$ cat config.mk
export PLATFORM = sky130hd
export DESIGN_NAME = irq_pend_ctrl
export DESIGN_NICKNAME = d
export VERILOG_FILES = /design/src/rtl/irq_pend_pkg.sv /design/src/rtl/irq_mask_reg.sv /design/src/rtl/irq_pend_bank.sv /design/src/rtl/irq_prio_enc.sv /design/src/rtl/irq_pend_ctrl.sv
export SDC_FILE = /design/constraint.sdc
export NUM_CORES = 1
export LEC_CHECK = 0
export BUFFER_PORTS_ARGS = -buffer_cell sky130_fd_sc_hd__buf_2
export CAP_MARGIN = 25
export CORE_AREA = 3 3 40 42
export CTS_BUF_LIST = sky130_fd_sc_hd__clkbuf_8 sky130_fd_sc_hd__clkbuf_16
export DETAILED_ROUTE_END_ITERATION = 10
export DIE_AREA = 0 0 43 45
export HOLD_SLACK_MARGIN = 0.12
export MAX_ROUTING_LAYER = met4
export PLACE_DENSITY = 0.66
export SLEW_MARGIN = 0
export SYNTH_ARGS = -nofsm -noshare
export SYNTH_HDL_FRONTEND = slang
export SYNTH_SLANG_ARGS = --single-unit
export TNS_END_PERCENT = 20
$ cat constraint.sdc
create_clock -name clk_i -period 1.2 [get_ports clk_i]
set_input_delay 0.18 -clock clk_i [delete_from_list [all_inputs] [get_ports clk_i]]
set_output_delay 0.18 -clock clk_i [all_outputs]
set_load 0.05 [all_outputs]
$ cat src/rtl/irq_pend_pkg.sv
package irq_pend_pkg;
  localparam int NSRC    = 5;
  localparam int LVL_W   = $clog2(NSRC + 1);
  localparam int SRC_PWM = 0;
  localparam int SRC_CMD = 1;
  localparam int SRC_HRZ = 2;
  localparam int SRC_VRT = 3;
  localparam int SRC_VRS = 4;
  // sources whose request is gated by the mask at the output
  localparam logic [NSRC-1:0] GATED_SRC = NSRC'(1) << SRC_CMD;
  localparam logic ADDR_MASK = 1'b0;
  localparam logic ADDR_PEND = 1'b1;
endpackage

$ cat src/rtl/irq_mask_reg.sv
module irq_mask_reg #(
  parameter int NSRC = 5
) (
  input  logic            clk_i,
  input  logic            rst_ni,
  input  logic            wr_i,
  input  logic [NSRC-1:0] wdata_i,
  output logic [NSRC-1:0] mask_o
);
  always_ff @(posedge clk_i or negedge rst_ni) begin
    if (!rst_ni)   mask_o <= '0;
    else if (wr_i) mask_o <= wdata_i;
  end
endmodule

$ cat src/rtl/irq_pend_bank.sv
module irq_pend_bank #(
  parameter int              NSRC  = 5,
  parameter logic [NSRC-1:0] GATED = '0
) (
  input  logic            clk_i,
  input  logic            rst_ni,
  input  logic [NSRC-1:0] evt_i,
  input  logic [NSRC-1:0] clr_i,
  input  logic [NSRC-1:0] mask_i,
  output logic [NSRC-1:0] pend_o,
  output logic [NSRC-1:0] req_o
);
  for (genvar i = 0; i < NSRC; i++) begin : g_src
    always_ff @(posedge clk_i or negedge rst_ni) begin
      if (!rst_ni)                     pend_o[i] <= 1'b0;
      else if (clr_i[i])               pend_o[i] <= 1'b0;  // clear beats event
      else if (evt_i[i] && mask_i[i])  pend_o[i] <= 1'b1;
    end
    if (GATED[i]) begin : g_gated
      assign req_o[i] = pend_o[i] & mask_i[i];
    end else begin : g_sticky
      assign req_o[i] = pend_o[i];
    end
  end
endmodule

$ cat src/rtl/irq_prio_enc.sv
module irq_prio_enc #(
  parameter int NSRC  = 5,
  parameter int LVL_W = 3
) (
  input  logic [NSRC-1:0]  req_i,
  output logic [LVL_W-1:0] level_o
);
  // highest index wins, level = index + 1
  always_comb begin
    level_o = '0;
    for (int i = 0; i < NSRC; i++) begin
      if (req_i[i]) level_o = LVL_W'(i + 1);
    end
  end
endmodule

$ cat src/rtl/irq_pend_ctrl.sv
module irq_pend_ctrl
  import irq_pend_pkg::*;
(
  input  logic             clk_i,
  input  logic             rst_ni,
  input  logic [NSRC-1:0]  evt_i,
  input  logic [NSRC-1:0]  clr_i,
  input  logic             wr_en_i,
  input  logic             addr_i,
  input  logic [NSRC-1:0]  wdata_i,
  output logic [NSRC-1:0]  rdata_o,
  output logic             irq_o,
  output logic [LVL_W-1:0] level_o
);
  logic [NSRC-1:0] mask_q;
  logic [NSRC-1:0] pend_q;
  logic [NSRC-1:0] req;
  logic            mask_wr;

  assign mask_wr = wr_en_i && (addr_i == ADDR_MASK);

  irq_mask_reg #(.NSRC(NSRC)) u_mask (
    .clk_i  (clk_i),
    .rst_ni (rst_ni),
    .wr_i   (mask_wr),
    .wdata_i(wdata_i),
    .mask_o (mask_q)
  );

  irq_pend_bank #(.NSRC(NSRC), .GATED(GATED_SRC)) u_bank (
    .clk_i  (clk_i),
    .rst_ni (rst_ni),
    .evt_i  (evt_i),
    .clr_i  (clr_i),
    .mask_i (mask_q),
    .pend_o (pend_q),
    .req_o  (req)
  );

  irq_prio_enc #(.NSRC(NSRC), .LVL_W(LVL_W)) u_enc (
    .req_i  (req),
    .level_o(level_o)
  );

  assign irq_o   = |req;
  assign rdata_o = (addr_i == ADDR_PEND) ? pend_q : mask_q;
endmodule

==> impl_metrics.json <==
{
  "status": "finished with violations",
  "violations": "setup timing",
  "place_inst": 86,
  "syn-num-nets": 60,
  "io_buffers": 27,
  "pwr-share-seq_pct": 30.7,
  "grt_pass1_wl_um": 2110,
  "core_um2": 1280,
  "synth.area.top_cells": "dfrtp_1, mux2_4, mux2_2",
  "htree_levels": 1,
  "firstDrtPassIters": 4,
  "cpPeakStageDelay_ns": 0.41,
  "grt_pass1_vias": 461,
  "whs_ns": 0.174,
  "die-area_um2": 1940,
  "yosysUniqueCellTypes": 13,
  "crit_chain": "nand2_1, a221o_1, buf_6",
  "avgSynthCellArea_um2": 12.1,
  "syn-cell-area_um2": 498,
  "muxShareOfSynthArea_pct": 26.4,
  "p_clk_share_pct": 30.5,
  "holdCritStartpoint": "wdata_i[2]",
  "start_util_pct": 38.8,
  "clk_pin_slew_ns": 0.05,
  "max_slew_margin_pct": 83.2,
  "tritoncts": "done",
  "place_hpwl_um": 845,
  "clock_latency_ns": 0.24,
  "finalHoldViolations": 0,
  "overflow": 0,
  "start_kind": "flop",
  "diodes": 0,
  "finalWorstSetupSlack_ns": -0.179,
  "p_sw_mw": 0.451,
  "cp_max_fo": 5,
  "grt_usage_pct": 16.2,
  "final_max_slew_viol_count": 0,
  "die_x_um": 43,
  "antenna_found_initial": 0,
  "drive_above_1_share_pct": 63.4,
  "synth_top_family_by_area": "multiplexers",
  "timing.fmax_ghz": 0.725,
  "ios": 28,
  "synthAdderAreaFrac_pct": 0,
  "worstMarginPinSlew_ns": 0.251,
  "rows": 13,
  "postRouteAntennaNets": 0,
  "worst-endpoint-arrival_ns": 1.20,
  "max-cap-violations": 0,
  "synth_xor_area_share_pct": 0,
  "p_leak_nw": 0.439,
  "startpoint": "u_mask.mask_o[1]",
  "gp_congestion": 0.675,
  "finalSetupViolations": 9,
  "cts_sinks": 10,
  "drt_iter0_markers": 6,
  "postSynthCellCount": 41,
  "yosys_warnings": 0,
  "drc": 0,
  "min_period_ns": 1.38,
  "synth-simple-area-share_pct": 12.3,
  "yosysSeqAreaShare_pct": 50.3,
  "fin_skew_ns": 0.00196,
  "die_height_um": 45,
  "synth.largest_area_cell": "dfrtp_1",
  "ir_drop_v": 0.00102,
  "netlist.area_leader.share_pct": 50.3,
  "vias": 461,
  "n_fill_cell": 106,
  "area_growth_pct": 75.4,
  "power.density_nw_per_um2": 1560,
  "wl_per_cell_um": 13.0,
  "numCtsBuffers": 3,
  "synth-compound-area-share_pct": 8.04,
  "wirelength_um": 1260,
  "final_net_count": 102,
  "cp.required_ns": 1.02,
  "critPathSlowestCell": "dfrtp_1",
  "hp-class": "in2reg",
  "clock_path_buffers": 2,
  "internal_power_mw": 0.914,
  "grt_max_degree": 11,
  "final-instance-count-excl-fill": 97,
  "avgViaCountPerCell": 4.75,
  "synth_seq_cells": 10,
  "cts-root-buf": "clkbuf_8",
  "swShare_pct": 33.0,
  "r2r-start": "u_mask.mask_o[1]",
  "rsz0062_at_grt": "true",
  "power_frac_comb_pct": 38.8,
  "crit_path_end_kind": "output port",
  "fin_crit_sh_pct": 115,
  "worstSetupPathType": "reg2out"
}
==> placed cells by master, fill, tap and decap left out <==
cell type	count
buf_2	18
or2_4	1
buf_4	5
clkbuf_8	4
dfrtp_1	9
dfrtp_2	1
a21oi_2	1
nor3_2	1
inv_1	1
mux2_2	4
nand2_1	2
a21oi_1	5
buf_6	9
nor2b_4	1
nor2_4	1
nor2b_1	1
mux2_4	6
nor2_1	5
dlygate4sd3_1	6
a221o_1	1
==> synthesized netlist by cell type <==
cell,n
a21oi_1,6
or2_2,1
nor2b_4,1
a221o_1,1
mux2_4,5
nor2b_1,1
nand2_1,2
inv_1,1
nor2_1,6
nor3_1,1
buf_6,1
dfrtp_1,10
mux2_2,5
==> flip-flops by register name (all words and copies together) (netlist names) <==
| name | flops |
|---|---|
| u_mask.mask_o | 5 |
| u_bank.pend_o | 5 |
==> through the flow <==
stage | setup slack (ns) | area [um^2] | utilization [%] | power, mW | setup TNS, ns
after floorplan | -0.0133 | 508 | - | 0.731 | -0.0133
after global placement | 0.0168 | 681 | 53.0 | 0.843 | 0
after detailed placement | -0.00238 | 681 | 53.0 | 0.847 | -0.00238
after CTS | -0.200 | 856 | 66.6 | 1.36 | -1.21
after global routing | -0.238 | 873 | 68.0 | 1.43 | -1.46
final | -0.179 | 873 | 68.0 | 1.37 | -1.08
==> path summary, 6_finish.rpt <==
kind                            cells after the start                to  slack [ns]
worst max register to register                      2  u_mask.mask_o[1]        0.26
worst max-delay path                                3        level_o[0]       -0.18
worst min register to register                      1  u_mask.mask_o[4]        0.53
max in group asynchronous                           2  u_bank.pend_o[3]        0.64
min in group asynchronous                           2  u_bank.pend_o[2]        0.36
worst min-delay path                                2  u_mask.mask_o[2]        0.17
==> worst max-delay path, delay by kind of cell (launching register included) <==
| kind | cells | cell delay (ns) |
|---|---|---|
| DFF | 1 | 0.41 |
| AOI/OAI and AO/OA | 1 | 0.33 |
| buffers and inverters | 1 | 0.16 |
| and+or+nand+nor | 1 | 0.07 |
==> power by group through the flow <==
stage	clock (mW)	sequential (mW)	combinational, mW
after floorplan	0	0.413	0.318
after global placement	0	0.419	0.424
after detailed placement	0	0.420	0.427
after CTS	0.427	0.418	0.519
after global routing	0.447	0.427	0.560
final	0.416	0.419	0.530
==> final cells by class <==
type | count | area, um^2 | area share, %
tap | 15 | 18.8 | 2.15
clock buffer | 4 | 55.1 | 6.30
timing repair buffer | 38 | 289 | 33.1
sequential | 10 | 251 | 28.8
multi-input combinational | 29 | 255 | 29.2
inverter | 1 | 3.75 | 0.430
==> logic make-up (layout without fill, tap and decap cells) <==
kind of cell	Yosys count	count (layout)
compound gates	7	7
buf+inv	2	43
flops	10	10
mux	10	10
simple gates	12	12
==> routing by layer <==
metal  track usage [%]  vias to the layer above  routed length, um
li1                  -                      223                  -
met1              18.3                      210                511
met4              9.04                        0                 22
met2              25.1                       25                605
met5                 -                        -                  0
met3              5.58                        3                119
==> repair_timing <==
item | in CTS | in global routing
resized for setup | 19 | 3
setup endpoints to repair | 9 | 9
hold buffers | 6 | 0
endpoints found under the hold margin | 15 | 0
pin swaps | 1 | 2
setup buffers | 0 | 1
Note: power is estimated with default switching activity, not from simulation.
